File: config.mk
export PLATFORM = sky130hd
export DESIGN_NAME = tsq_top
export DESIGN_NICKNAME = d
export VERILOG_FILES = /design/src/rtl/tsq_pkg.sv /design/src/rtl/tsq_mode_sel.sv /design/src/rtl/tsq_walk_fsm.sv /design/src/rtl/tsq_result.sv /design/src/rtl/tsq_top.sv
export SDC_FILE = /design/constraint.sdc
export NUM_CORES = 1
export LEC_CHECK = 0
export BUFFER_PORTS_ARGS = -buffer_cell sky130_fd_sc_hd__buf_2
export CAP_MARGIN = 20
export CORE_ASPECT_RATIO = 0.7
export CORE_UTILIZATION = 46
export DETAILED_ROUTE_END_ITERATION = 16
export GPL_TIMING_DRIVEN = 1
export PLACE_DENSITY = 0.83
export SLEW_MARGIN = 20
export SYNTH_ARGS = -nofsm -noshare
export SYNTH_HDL_FRONTEND = slang
export SYNTH_SLANG_ARGS = --single-unit
File: constraint.sdc
create_clock -name clk -period 1.5 [get_ports clk]
set_input_delay 0.3 -clock clk [delete_from_list [all_inputs] [get_ports clk]]
set_output_delay 0.3 -clock clk [all_outputs]
set_load 0.01 [all_outputs]
File: src/rtl/tsq_pkg.sv
package tsq_pkg;
  typedef enum logic [1:0] {ACC_FETCH = 2'd0, ACC_LOAD = 2'd1, ACC_STORE = 2'd2} acc_e;
  typedef enum logic [1:0] {STG_HOST = 2'd0, STG_GUEST = 2'd1, STG_NEST2 = 2'd2} wstage_e;
  typedef enum logic [2:0] {ST_IDLE, ST_WREQ, ST_WRSP, ST_PCHK, ST_FAIL, ST_HOLD} seq_e;
  localparam logic [1:0] PRIV_U = 2'd0;
  localparam logic [1:0] PRIV_S = 2'd1;
  localparam logic [1:0] PRIV_M = 2'd3;
endpackage

File: src/rtl/tsq_mode_sel.sv
module tsq_mode_sel
  import tsq_pkg::*;
(
  input  logic [1:0] priv,
  input  logic       virt_on,
  input  logic       hyp_en,
  input  logic       m_mprv,
  input  logic       m_mpv,
  input  logic       h_sprv,
  input  logic       h_spv,
  input  logic [1:0] acc,
  output logic       nested
);
  logic data_acc;
  logic m_ovr;
  logic s_ovr;

  always_comb begin
    data_acc = (acc != ACC_FETCH);
    m_ovr    = (priv == PRIV_M) && m_mprv && m_mpv;
    s_ovr    = (priv == PRIV_S) && !virt_on && h_sprv && h_spv;
    nested   = virt_on || (hyp_en && data_acc && (m_ovr || s_ovr));
  end
endmodule

File: src/rtl/tsq_walk_fsm.sv
module tsq_walk_fsm
  import tsq_pkg::*;
#(
  parameter int ADDR_W = 32,
  parameter int PG_W   = 12,
  parameter int PERM_W = 3,
  parameter int CTX_W  = 3
)(
  input  logic              clk,
  input  logic              rst,
  input  logic              req_valid,
  output logic              req_ready,
  input  logic [ADDR_W-1:0] req_vaddr,
  input  logic [1:0]        req_acc,
  input  logic              req_probe,
  input  logic [CTX_W-1:0]  req_ctx,
  input  logic              nested_in,
  input  logic              virt_in,
  output logic              walk_valid,
  input  logic              walk_ready,
  output logic [1:0]        walk_stage,
  output logic [ADDR_W-1:0] walk_addr,
  output logic [1:0]        walk_acc,
  input  logic              walk_rsp_valid,
  input  logic              walk_rsp_ok,
  input  logic [ADDR_W-1:0] walk_rsp_paddr,
  input  logic [PERM_W-1:0] walk_rsp_perm,
  output logic              pmp_valid,
  output logic [ADDR_W-1:0] pmp_addr,
  output logic [1:0]        pmp_acc,
  input  logic              pmp_rsp_valid,
  input  logic              pmp_rsp_allow,
  input  logic              flt_ack,
  output logic              fill_set,
  output logic              miss_set,
  output logic              flt_set,
  output logic [ADDR_W-1:0] cur_vaddr,
  output logic [ADDR_W-1:0] cur_paddr,
  output logic [PERM_W-1:0] cur_perm,
  output logic [CTX_W-1:0]  cur_ctx,
  output logic [1:0]        cur_acc,
  output logic              cur_stage2,
  output logic [ADDR_W-1:0] cur_faddr
);
  localparam int HI_W = ADDR_W - PG_W;

  seq_e              state;
  wstage_e           stage_q;
  logic [ADDR_W-1:0] vaddr_q, wa_q, ipa_q, pa_q;
  logic [PERM_W-1:0] perm_q;
  logic [CTX_W-1:0]  ctx_q;
  logic [1:0]        acc_q;
  logic              probe_q, nested_q, virt_q;

  always_ff @(posedge clk) begin
    if (rst) begin
      state    <= ST_IDLE;
      stage_q  <= STG_HOST;
      vaddr_q  <= '0;
      wa_q     <= '0;
      ipa_q    <= '0;
      pa_q     <= '0;
      perm_q   <= '0;
      ctx_q    <= '0;
      acc_q    <= ACC_FETCH;
      probe_q  <= 1'b0;
      nested_q <= 1'b0;
      virt_q   <= 1'b0;
    end else begin
      unique case (state)
        ST_IDLE: if (req_valid) begin
          vaddr_q  <= req_vaddr;
          wa_q     <= req_vaddr;
          acc_q    <= req_acc;
          probe_q  <= req_probe;
          ctx_q    <= req_ctx;
          nested_q <= nested_in;
          virt_q   <= virt_in;
          stage_q  <= nested_in ? STG_GUEST : STG_HOST;
          state    <= ST_WREQ;
        end
        ST_WREQ: if (walk_ready) state <= ST_WRSP;
        ST_WRSP: if (walk_rsp_valid) begin
          if (!walk_rsp_ok) begin
            state <= ST_FAIL;
          end else if (stage_q == STG_GUEST) begin
            ipa_q   <= walk_rsp_paddr;
            wa_q    <= walk_rsp_paddr;
            stage_q <= STG_NEST2;
            state   <= ST_WREQ;
          end else begin
            pa_q   <= walk_rsp_paddr;
            perm_q <= walk_rsp_perm;
            state  <= ST_PCHK;
          end
        end
        ST_PCHK: if (pmp_rsp_valid) state <= pmp_rsp_allow ? ST_IDLE : ST_FAIL;
        ST_FAIL: state <= probe_q ? ST_IDLE : ST_HOLD;
        ST_HOLD: if (flt_ack) state <= ST_IDLE;
        default: state <= ST_IDLE;
      endcase
    end
  end

  always_comb begin
    req_ready  = (state == ST_IDLE);
    walk_valid = (state == ST_WREQ);
    walk_stage = stage_q;
    walk_addr  = wa_q;
    walk_acc   = acc_q;
    pmp_valid  = (state == ST_PCHK);
    pmp_addr   = pa_q;
    pmp_acc    = acc_q;
    fill_set   = (state == ST_PCHK) && pmp_rsp_valid && pmp_rsp_allow;
    miss_set   = (state == ST_FAIL) && probe_q;
    flt_set    = (state == ST_FAIL) && !probe_q;
    cur_vaddr  = vaddr_q;
    cur_paddr  = pa_q;
    cur_perm   = perm_q;
    cur_ctx    = ctx_q;
    cur_acc    = acc_q;
    cur_stage2 = (stage_q == STG_NEST2);
    cur_faddr  = cur_stage2 ? {ipa_q[ADDR_W-1 -: HI_W], vaddr_q[PG_W-1:0]} : vaddr_q;
  end

  AST_READY_ONLY_IDLE: assert property (@(posedge clk) disable iff (rst)
    req_ready |-> !walk_valid && !pmp_valid);
  AST_WALK_HELD: assert property (@(posedge clk) disable iff (rst)
    walk_valid && !walk_ready |=> walk_valid && $stable(walk_addr) && $stable(walk_stage));
  AST_FETCH_NOT_NESTED: assert property (@(posedge clk) disable iff (rst)
    walk_valid && walk_stage == STG_GUEST && walk_acc == ACC_FETCH |-> virt_q);
  AST_NO_WALK_AFTER_FAIL: assert property (@(posedge clk) disable iff (rst)
    state == ST_WRSP && walk_rsp_valid && !walk_rsp_ok |=> !walk_valid && !pmp_valid);
  AST_PMP_ON_LAST: assert property (@(posedge clk) disable iff (rst)
    pmp_valid |-> (nested_q ? stage_q == STG_NEST2 : stage_q == STG_HOST));
endmodule

File: src/rtl/tsq_result.sv
module tsq_result #(
  parameter int ADDR_W = 32,
  parameter int PG_W   = 12,
  parameter int PERM_W = 3,
  parameter int CTX_W  = 3
)(
  input  logic              clk,
  input  logic              rst,
  input  logic              fill_set,
  input  logic              miss_set,
  input  logic              flt_set,
  input  logic              flt_ack,
  input  logic [ADDR_W-1:0] cur_vaddr,
  input  logic [ADDR_W-1:0] cur_paddr,
  input  logic [PERM_W-1:0] cur_perm,
  input  logic [CTX_W-1:0]  cur_ctx,
  input  logic [1:0]        cur_acc,
  input  logic              cur_stage2,
  input  logic [ADDR_W-1:0] cur_faddr,
  output logic              fill_valid,
  output logic [ADDR_W-1:0] fill_vpage,
  output logic [ADDR_W-1:0] fill_ppage,
  output logic [PERM_W-1:0] fill_perm,
  output logic [CTX_W-1:0]  fill_ctx,
  output logic              miss_valid,
  output logic              flt_valid,
  output logic [1:0]        flt_acc,
  output logic              flt_stage,
  output logic [ADDR_W-1:0] flt_addr
);
  localparam int HI_W = ADDR_W - PG_W;
  localparam logic [PG_W-1:0] PG_ZERO = '0;

  always_ff @(posedge clk) begin
    if (rst) begin
      fill_valid <= 1'b0;
      fill_vpage <= '0;
      fill_ppage <= '0;
      fill_perm  <= '0;
      fill_ctx   <= '0;
      miss_valid <= 1'b0;
      flt_valid  <= 1'b0;
      flt_acc    <= '0;
      flt_stage  <= 1'b0;
      flt_addr   <= '0;
    end else begin
      fill_valid <= fill_set;
      miss_valid <= miss_set;
      if (fill_set) begin
        fill_vpage <= {cur_vaddr[ADDR_W-1 -: HI_W], PG_ZERO};
        fill_ppage <= {cur_paddr[ADDR_W-1 -: HI_W], PG_ZERO};
        fill_perm  <= cur_perm;
        fill_ctx   <= cur_ctx;
      end
      if (flt_set) begin
        flt_valid <= 1'b1;
        flt_acc   <= cur_acc;
        flt_stage <= cur_stage2;
        flt_addr  <= cur_faddr;
      end else if (flt_ack) begin
        flt_valid <= 1'b0;
      end
    end
  end

  AST_FILL_ALIGNED: assert property (@(posedge clk) disable iff (rst)
    fill_valid |-> fill_vpage[PG_W-1:0] == PG_ZERO && fill_ppage[PG_W-1:0] == PG_ZERO);
  AST_FILL_PULSE: assert property (@(posedge clk) disable iff (rst)
    fill_valid |=> !fill_valid);
  AST_MISS_NOT_FAULT: assert property (@(posedge clk) disable iff (rst)
    miss_valid |-> !fill_valid && !$rose(flt_valid));
  AST_FAULT_HELD: assert property (@(posedge clk) disable iff (rst)
    flt_valid && !flt_ack |=> flt_valid && $stable(flt_addr) && $stable(flt_stage) && $stable(flt_acc));
endmodule

File: src/rtl/tsq_top.sv
module tsq_top
  import tsq_pkg::*;
#(
  parameter int ADDR_W = 32,
  parameter int PG_W   = 12,
  parameter int PERM_W = 3,
  parameter int CTX_W  = 3
)(
  input  logic              clk,
  input  logic              rst,
  input  logic              req_valid,
  output logic              req_ready,
  input  logic [ADDR_W-1:0] req_vaddr,
  input  logic [1:0]        req_acc,
  input  logic              req_probe,
  input  logic [CTX_W-1:0]  req_ctx,
  input  logic [1:0]        priv,
  input  logic              virt_on,
  input  logic              hyp_en,
  input  logic              m_mprv,
  input  logic              m_mpv,
  input  logic              h_sprv,
  input  logic              h_spv,
  output logic              walk_valid,
  input  logic              walk_ready,
  output logic [1:0]        walk_stage,
  output logic [ADDR_W-1:0] walk_addr,
  output logic [1:0]        walk_acc,
  input  logic              walk_rsp_valid,
  input  logic              walk_rsp_ok,
  input  logic [ADDR_W-1:0] walk_rsp_paddr,
  input  logic [PERM_W-1:0] walk_rsp_perm,
  output logic              pmp_valid,
  output logic [ADDR_W-1:0] pmp_addr,
  output logic [1:0]        pmp_acc,
  input  logic              pmp_rsp_valid,
  input  logic              pmp_rsp_allow,
  output logic              fill_valid,
  output logic [ADDR_W-1:0] fill_vpage,
  output logic [ADDR_W-1:0] fill_ppage,
  output logic [PERM_W-1:0] fill_perm,
  output logic [CTX_W-1:0]  fill_ctx,
  output logic              miss_valid,
  output logic              flt_valid,
  output logic [1:0]        flt_acc,
  output logic              flt_stage,
  output logic [ADDR_W-1:0] flt_addr,
  input  logic              flt_ack
);
  logic              nested;
  logic              fill_set, miss_set, flt_set, cur_stage2;
  logic [ADDR_W-1:0] cur_vaddr, cur_paddr, cur_faddr;
  logic [PERM_W-1:0] cur_perm;
  logic [CTX_W-1:0]  cur_ctx;
  logic [1:0]        cur_acc;

  tsq_mode_sel u_mode (
    .priv(priv), .virt_on(virt_on), .hyp_en(hyp_en),
    .m_mprv(m_mprv), .m_mpv(m_mpv), .h_sprv(h_sprv), .h_spv(h_spv),
    .acc(req_acc), .nested(nested)
  );

  tsq_walk_fsm #(.ADDR_W(ADDR_W), .PG_W(PG_W), .PERM_W(PERM_W), .CTX_W(CTX_W)) u_fsm (
    .clk(clk), .rst(rst),
    .req_valid(req_valid), .req_ready(req_ready), .req_vaddr(req_vaddr),
    .req_acc(req_acc), .req_probe(req_probe), .req_ctx(req_ctx),
    .nested_in(nested), .virt_in(virt_on),
    .walk_valid(walk_valid), .walk_ready(walk_ready), .walk_stage(walk_stage),
    .walk_addr(walk_addr), .walk_acc(walk_acc),
    .walk_rsp_valid(walk_rsp_valid), .walk_rsp_ok(walk_rsp_ok),
    .walk_rsp_paddr(walk_rsp_paddr), .walk_rsp_perm(walk_rsp_perm),
    .pmp_valid(pmp_valid), .pmp_addr(pmp_addr), .pmp_acc(pmp_acc),
    .pmp_rsp_valid(pmp_rsp_valid), .pmp_rsp_allow(pmp_rsp_allow),
    .flt_ack(flt_ack),
    .fill_set(fill_set), .miss_set(miss_set), .flt_set(flt_set),
    .cur_vaddr(cur_vaddr), .cur_paddr(cur_paddr), .cur_perm(cur_perm),
    .cur_ctx(cur_ctx), .cur_acc(cur_acc), .cur_stage2(cur_stage2), .cur_faddr(cur_faddr)
  );

  tsq_result #(.ADDR_W(ADDR_W), .PG_W(PG_W), .PERM_W(PERM_W), .CTX_W(CTX_W)) u_res (
    .clk(clk), .rst(rst),
    .fill_set(fill_set), .miss_set(miss_set), .flt_set(flt_set), .flt_ack(flt_ack),
    .cur_vaddr(cur_vaddr), .cur_paddr(cur_paddr), .cur_perm(cur_perm),
    .cur_ctx(cur_ctx), .cur_acc(cur_acc), .cur_stage2(cur_stage2), .cur_faddr(cur_faddr),
    .fill_valid(fill_valid), .fill_vpage(fill_vpage), .fill_ppage(fill_ppage),
    .fill_perm(fill_perm), .fill_ctx(fill_ctx), .miss_valid(miss_valid),
    .flt_valid(flt_valid), .flt_acc(flt_acc), .flt_stage(flt_stage), .flt_addr(flt_addr)
  );

  AST_PENDING_BLOCKS: assert property (@(posedge clk) disable iff (rst)
    flt_valid |-> !req_ready);
  AST_PROBE_SILENT: assert property (@(posedge clk) disable iff (rst)
    $rose(miss_valid) |-> !flt_valid);
endmodule

==> results.sh, run 1 <==
export IMPL_status="finished, violations left"
export IMPL_violations="negative setup slack"
export IMPL_relSlewSlack_pct=64.9
export IMPL_cts_htree_levels=1
export IMPL_worstHoldPathCells=3
export IMPL_timing_final_crit_period_ns=1.69
export IMPL_critPathLaunchType="flip-flop"
export IMPL_clk_pin_slew_ns=0.07
export IMPL_place_ws_ns=-0.0992
export IMPL_start_util_pct=47.6
export IMPL_dieArea_um2=18500
export IMPL_worstMarginPinSlew_ns=0.527
export IMPL_grtUsageMet2_pct=45.2
export IMPL_rsz0062_at_grt="yes"
export IMPL_rows=40
export IMPL_met3_usage_pct=5.98
export IMPL_final_cell_mix="245 x nand2_1, 242 x buf_2, 210 x dfxtp_1"
export IMPL_drc=0
export IMPL_yosys_warnings=0
export IMPL_worst_setup_path_end_kind="flip-flop"
export IMPL_n_antenna_cell=0
export IMPL_maxSlewViolCount=0
export IMPL_netlist_area_um2=8270
export IMPL_setup_tns_ns=-16.44
export IMPL_grt_pass1_vias=7411
export IMPL_firstDrtPassIters=5
export IMPL_grt_pass1_wl_mm=40.1
export IMPL_cap_violations=0
export IMPL_slowest_delay_ns=0.37
export IMPL_ys_seq_elements=214
export IMPL_worst_ep_required_time_ns=1.91
export IMPL_wl_mm=32.4
export IMPL_antenna_found_initial=1
export IMPL_p_per_area_nw_per_um2=1080
export IMPL_io_pins=271
export IMPL_cts_tree="built"
export IMPL_hold_start="req_probe"
export IMPL_num_vias=8614
export IMPL_max_clock_path_buffers=3
export IMPL_reg2reg_from="u_fsm.state[2]"
export IMPL_die_y_um=114
export IMPL_numCtsBuffers=21
export IMPL_numPortBuffers=246
export IMPL_grt_use_total_pct=27.6
export IMPL_groute_layer_met1_usage_pct=37.1
export IMPL_drt_iter0_drc=906
export IMPL_crit_fanout=8
export IMPL_place_gp_congestion=0.863
export IMPL_wl_per_cell_um=21.0
export IMPL_max_freq_mhz=590
export IMPL_synth_cell_types=34
export IMPL_postSynthAreaPerCell_um2=8.34
export IMPL_insertion_delay_ns=0.49
export IMPL_worstPathCellList="buf_6 > nor3b_4 > buf_6 > and4_4 > buf_6 > buf_12 > nand2_1 > a21oi_1"
export IMPL_ys_seq_area_share_pct=51.8
export IMPL_fin_worst_skew_ns=0.0134
export IMPL_nets=1385
export IMPL_hold_path_class="input port to flip-flop"
export IMPL_fillers=1174
export IMPL_async_reset_ff_share_pct=0
export IMPL_antenna_left=0
export IMPL_area_delta_synth_final_pct=55.7
export IMPL_layout_commonest_cell="nand2_1"
export IMPL_synthCells=992
export IMPL_die_x_um=162
export IMPL_clkSinkCount=214
export IMPL_synth_ff_type="dfxtp_1"
export IMPL_cpMostUsedCell="buf_6"
export IMPL_ir_worst_vdd_mv=0.712
export IMPL_r2r_setup_slack_ns=-0.19
export IMPL_cts_root_buf="clkbuf_16"
export IMPL_dp_cells=1440
export IMPL_synth_edf_count=0
export IMPL_fin_ws_ns=-0.195
export IMPL_min_to="u_fsm.probe_q"
export IMPL_coreArea_um2=17400
export IMPL_p_leak_nw=5.37
export IMPL_final_period_utilization_pct=113
export IMPL_crit_arrival_ns=2.11
export IMPL_grt_start_max_net_pins=45
export IMPL_place_hpwl_mm=17.1
export IMPL_cts_hold_buf=0
export IMPL_rr_worst_depth=8
export IMPL_hold_viol_final=0
export IMPL_path_class="flip-flop to flip-flop"
export IMPL_slowest_stage="dfxtp_4"
export IMPL_final_cells=1539
export IMPL_grt_overflow_total=0
export IMPL_r2r_end="u_fsm.cur_paddr[5]"
export IMPL_setup_violations=172
export IMPL_top_usage_layer="met2"
export IMPL_drive_gt1_share_pct=48.0
export IMPL_viasPerCell=5.60
## layout make-up
class	instances	area (um2)	area share, %
clock inverter	3	51.3	0.398
sequential	214	4300	33.3
multi-input combinational	697	4580	35.5
tap	231	289	2.24
timing repair buffer	361	3020	23.5
clock buffer	33	651	5.05
## cell families after synthesis
logic type,Yosys count,share of synthesized area [%]
multiplexers,55,6.67
AND/OR/NAND/NOR,396,19.0
AO/OA/AOI/OAI,222,15.5
other,1,0.0453
flip-flops,214,51.8
buffers and inverters,104,7.05
## timing repair
action                                  4_1_cts  5_1_grt
setup buffers                                21       16
pin swaps                                    23      111
gates cloned                                  9       22
resized for setup                            74      281
endpoints found under the setup margin      118      167
## synthesized netlist by cell type, types with 2 or more instances
cell,number,area share [%]
a21oi_1,158,9.6
clkbuf_1,39,1.8
buf_4,42,3.8
nand2_1,312,14
nand3_1,2,0.12
o21ai_0,2,0.12
a211oi_1,53,4.8
a21o_1,2,0.18
nor2b_1,2,0.15
and4_1,2,0.21
nand2b_1,5,0.38
mux2i_1,54,6.5
dfxtp_1,214,52
nor3b_1,3,0.27
nand3b_1,2,0.18
a21oi_2,2,0.21
nor2_1,58,2.6
buf_2,22,1.3
nand4_1,2,0.15
or2_0,2,0.15
## registers in the layout, indices dropped and copies added (netlist names), 3 cells and up
| name | cells |
|---|---|
| u_res.fill_perm | 3 |
| u_fsm.state | 3 |
| u_fsm.cur_vaddr | 32 |
| u_res.fill_ctx | 3 |
| u_fsm.ipa_q | 20 |
| u_fsm.cur_ctx | 3 |
| u_res.fill_vpage | 20 |
| u_fsm.cur_paddr | 32 |
| u_res.fill_ppage | 20 |
| u_res.flt_addr | 32 |
| u_fsm.walk_addr | 32 |
| u_fsm.cur_perm | 3 |
## critical path: cells and delay by family, from the launching register on
family / cells / cell delay, ns
buffers and inverters: 4 / 0.55
and+or+nand+nor: 3 / 0.54
DFF: 1 / 0.37
AOI/OAI and AO/OA: 1 / 0.14
## layer usage
metal | share of wire [%] | vias to the layer above
li1 | - | 3877
met1 | 40 | 4177
met2 | 47 | 486
met3 | 10 | 74
met4 | 2.4 | 0
met5 | 0 | -
## power breakdown
part / internal, mW / switching [mW]
logic: 1.09 / 1.32
clock network: 3.15 / 2.25
registers: 5.93 / 0.192
## through the flow
stage / area, um2 / util [%] / power (mW) / hold WS [ns]
5_1_grt: 12900 / 74.2 / 14.3 / 0.0473
4_1_cts: 11300 / 65.1 / 13.3 / 0.0348
2_1_floorplan: 8380 / - / 7.10 / 0.432
3_5_place_dp: 9960 / 57.3 / 7.74 / 0.443
6_report: 12900 / 74.2 / 13.9 / 0.0440
3_3_place_gp: 9960 / 57.3 / 7.69 / 0.436
## worst max path at each step
stage | startpoint | end | slack, ns | depth (start not counted)
2_1_floorplan | u_fsm.state[2] | u_res.flt_addr[10] | -0.03 | 7
3_5_place_dp | u_fsm.state[1] | u_fsm.walk_addr[29] | -0.1 | 5
4_1_cts | u_fsm.state[2] | walk_valid | -0.14 | 4
5_1_grt | u_fsm.state[2] | u_fsm.ipa_q[30] | -0.24 | 8
3_3_place_gp | u_fsm.state[1] | u_fsm.walk_addr[21] | -0.02 | 5
6_report | u_fsm.state[2] | u_fsm.cur_paddr[5] | -0.19 | 8
Power figures use the tool's default switching activity.
==> run 2, diff against run 1 <==
CORE_UTILIZATION = 47   (was 46)
CTS_BUF_LIST = sky130_fd_sc_hd__clkbuf_8   (was unset)
PLACE_DENSITY = 0.84   (was 0.83)
==> run 2 against run 1 <==
Design area grew 3.8%. Worst setup slack lost 0.060 ns. Sequential power is essentially flat. Critical endpoint is now u_fsm.walk_addr[19]. Clock skew shrank 0.00058 ns. Critical path depth shrank 1. The flow still finishes with violations (negative setup slack). Count of clock-buffer cells in the layout grew 6. Power shrank 1.6%.
==> results.sh, run 2 (synthesized netlist as in run 1, its figures left out) <==
export IMPL_hold_path_class="input port to flip-flop"
export IMPL_worst_setup_path_end_kind="flip-flop"
export IMPL_power_mw=13.7
export IMPL_nets=1445
export IMPL_num_vias=9078
export IMPL_crit_fanout=8
export IMPL_cap_violations=0
export IMPL_layout_commonest_cell="buf_2"
export IMPL_place_hpwl_mm=16.5
export IMPL_p_per_area_nw_per_um2=1020
export IMPL_grt_pass1_vias=8133
export IMPL_max_clock_path_buffers=3
export IMPL_final_period_utilization_pct=117
export IMPL_hold_viol_final=0
export IMPL_worstPathCellList="buf_6 > or2_4 > a211oi_4 > buf_6 > buf_16 > nor2_1 > a211oi_1"
export IMPL_final_cells=1609
export IMPL_p_leak_nw=5.55
export IMPL_firstDrtPassIters=5
export IMPL_crit_arrival_ns=2.22
export IMPL_grt_pass1_wl_mm=43.5
export IMPL_wl_per_cell_um=21.5
export IMPL_path_delay_family="buffers and inverters"
export IMPL_area_delta_synth_final_pct=61.7
export IMPL_final_area_um2=13400
export IMPL_cts_htree_levels=1
export IMPL_final_cell_mix="243 x buf_2, 233 x nand2_1, 211 x dfxtp_1"
export IMPL_insertion_delay_ns=0.56
export IMPL_wl_mm=34.6
export IMPL_viasPerCell=5.64
export IMPL_utilization_pct=77.9
export IMPL_numCtsBuffers=31
export IMPL_critPathLaunchType="flip-flop"
export IMPL_relSlewSlack_pct=61.9
export IMPL_drive_gt1_share_pct=48.0
export IMPL_worstMarginPinSlew_ns=0.571
export IMPL_cts_root_buf="clkbuf_8"
export IMPL_n_antenna_cell=0
export IMPL_die_x_um=161
export IMPL_max_freq_mhz=570
export IMPL_cp_buffers_inverters=3
export IMPL_clk_pin_slew_ns=0.07
export IMPL_coreArea_um2=17200
export IMPL_rows=40
export IMPL_dieArea_um2=18100
export IMPL_numPortBuffers=246
export IMPL_grt_overflow_total=0
export IMPL_maxSlewViolCount=0
export IMPL_drt_iter0_drc=908
export IMPL_slowest_stage="dfxtp_4"
export IMPL_grt_use_total_pct=30.4
export IMPL_place_ws_ns=-0.192
export IMPL_timing_final_crit_period_ns=1.75
export IMPL_dp_cells=1438
export IMPL_setup_violations=213
export IMPL_ir_worst_vdd_mv=0.682
export IMPL_die_y_um=113
export IMPL_violations="negative setup slack"
export IMPL_place_gp_congestion=0.841
export IMPL_antenna_left=0
export IMPL_status="finished, violations left"
export IMPL_drc=0
export IMPL_fin_ws_ns=-0.255
export IMPL_worst_ep_required_time_ns=1.96
export IMPL_antenna_found_initial=1
export IMPL_start_util_pct=48.2
export IMPL_fillers=1049
export IMPL_path_class="flip-flop to flip-flop"
export IMPL_grt_start_max_net_pins=48
export IMPL_slowest_delay_ns=0.35
export IMPL_io_pins=271
export IMPL_rsz0062_at_grt="yes"
export IMPL_dpl_cell_area_um2=9950
export IMPL_clkSinkCount=214
export IMPL_fin_worst_skew_ns=0.0128
export IMPL_cpMostUsedCell="buf_6"
export IMPL_cts_tree="built"
run 2: cell types whose count changed in the layout (fill, tap and decap cells not counted), moves of 12 or more:
cell           change
mux2i_1           +13
nand2_2           +15
mux2i_2           -12
clkbuf_16         -24
clkbuf_8          +31
a21oi_1           -33
dlygate4sd3_1     +53
a21oi_2           +33
nand2_1           -12
run 2: area by class of cell:
cell class,count,area [um2],share of cell area (%)
flip-flops and latches,214,4300,32.1
clock buffers,39,537,4.01
repair buffers,411,3530,26.4
clock inverters,17,100,0.748
multi-input cells,697,4630,34.6
well taps,231,289,2.16
run 2: final timing paths:
| check | from | to | slack [ns] | depth (start not counted) |
|---|---|---|---|---|
| worst max-delay path | u_fsm.state[0] | u_fsm.walk_addr[19] | -0.25 | 7 |
| worst min-delay path | req_vaddr[7] | u_fsm.cur_vaddr[7] | 0.02 | 3 |
| worst max register to register | u_fsm.state[0] | u_fsm.walk_addr[19] | -0.25 | 7 |
| worst min register to register | u_res.fill_ppage[31] | u_res.fill_ppage[31] | 0.45 | 2 |
run 2: worst reg2reg max path, delay by kind of cell, from the launching register on:
kind,cells,cell delay [ns]
AOI/OAI and AO/OA,2,0.49
buffers and inverters,3,0.50
DFF,1,0.35
and+or+nand+nor,2,0.32
run 2: through the flow:
stage               setup TNS (ns)  hold WS (ns)
floorplan                   -0.247         0.432
detailed placement           -8.65         0.441
global route                -41.97       0.00734
global placement             -1.09         0.434
CTS                         -18.70       0.00132
finish                      -31.18        0.0222
run 2: report_power, final:
group          leakage (nW)  switching (mW)  total (mW)  internal, mW
Clock                 0.368            2.29        4.80          2.51
Sequential             1.74           0.189        6.12          5.93
Combinational          3.45            1.50        2.79          1.29
Total                  5.55            3.97        13.7          9.73
run 2: what timing repair did:
| item | 4_1_cts | 5_1_grt |
|---|---|---|
| buffers inserted | 23 | 16 |
| gates cloned | 13 | 17 |
| hold buffers | 53 | 0 |
| endpoints found under the hold margin | 54 | 0 |
| gates resized for setup | 67 | 319 |
| pin swaps | 25 | 122 |
| endpoints found under the setup margin | 163 | 215 |
run 2: metal layers:
metal | global-route usage, % | share of wire [%] | up-vias
li1 | - | - | 4004
met1 | 39.7 | 40 | 4339
met2 | 49.6 | 47 | 597
met3 | 6.56 | 9.0 | 136
met4 | 11.5 | 4.4 | 2
met5 | 0 | 0.032 | -
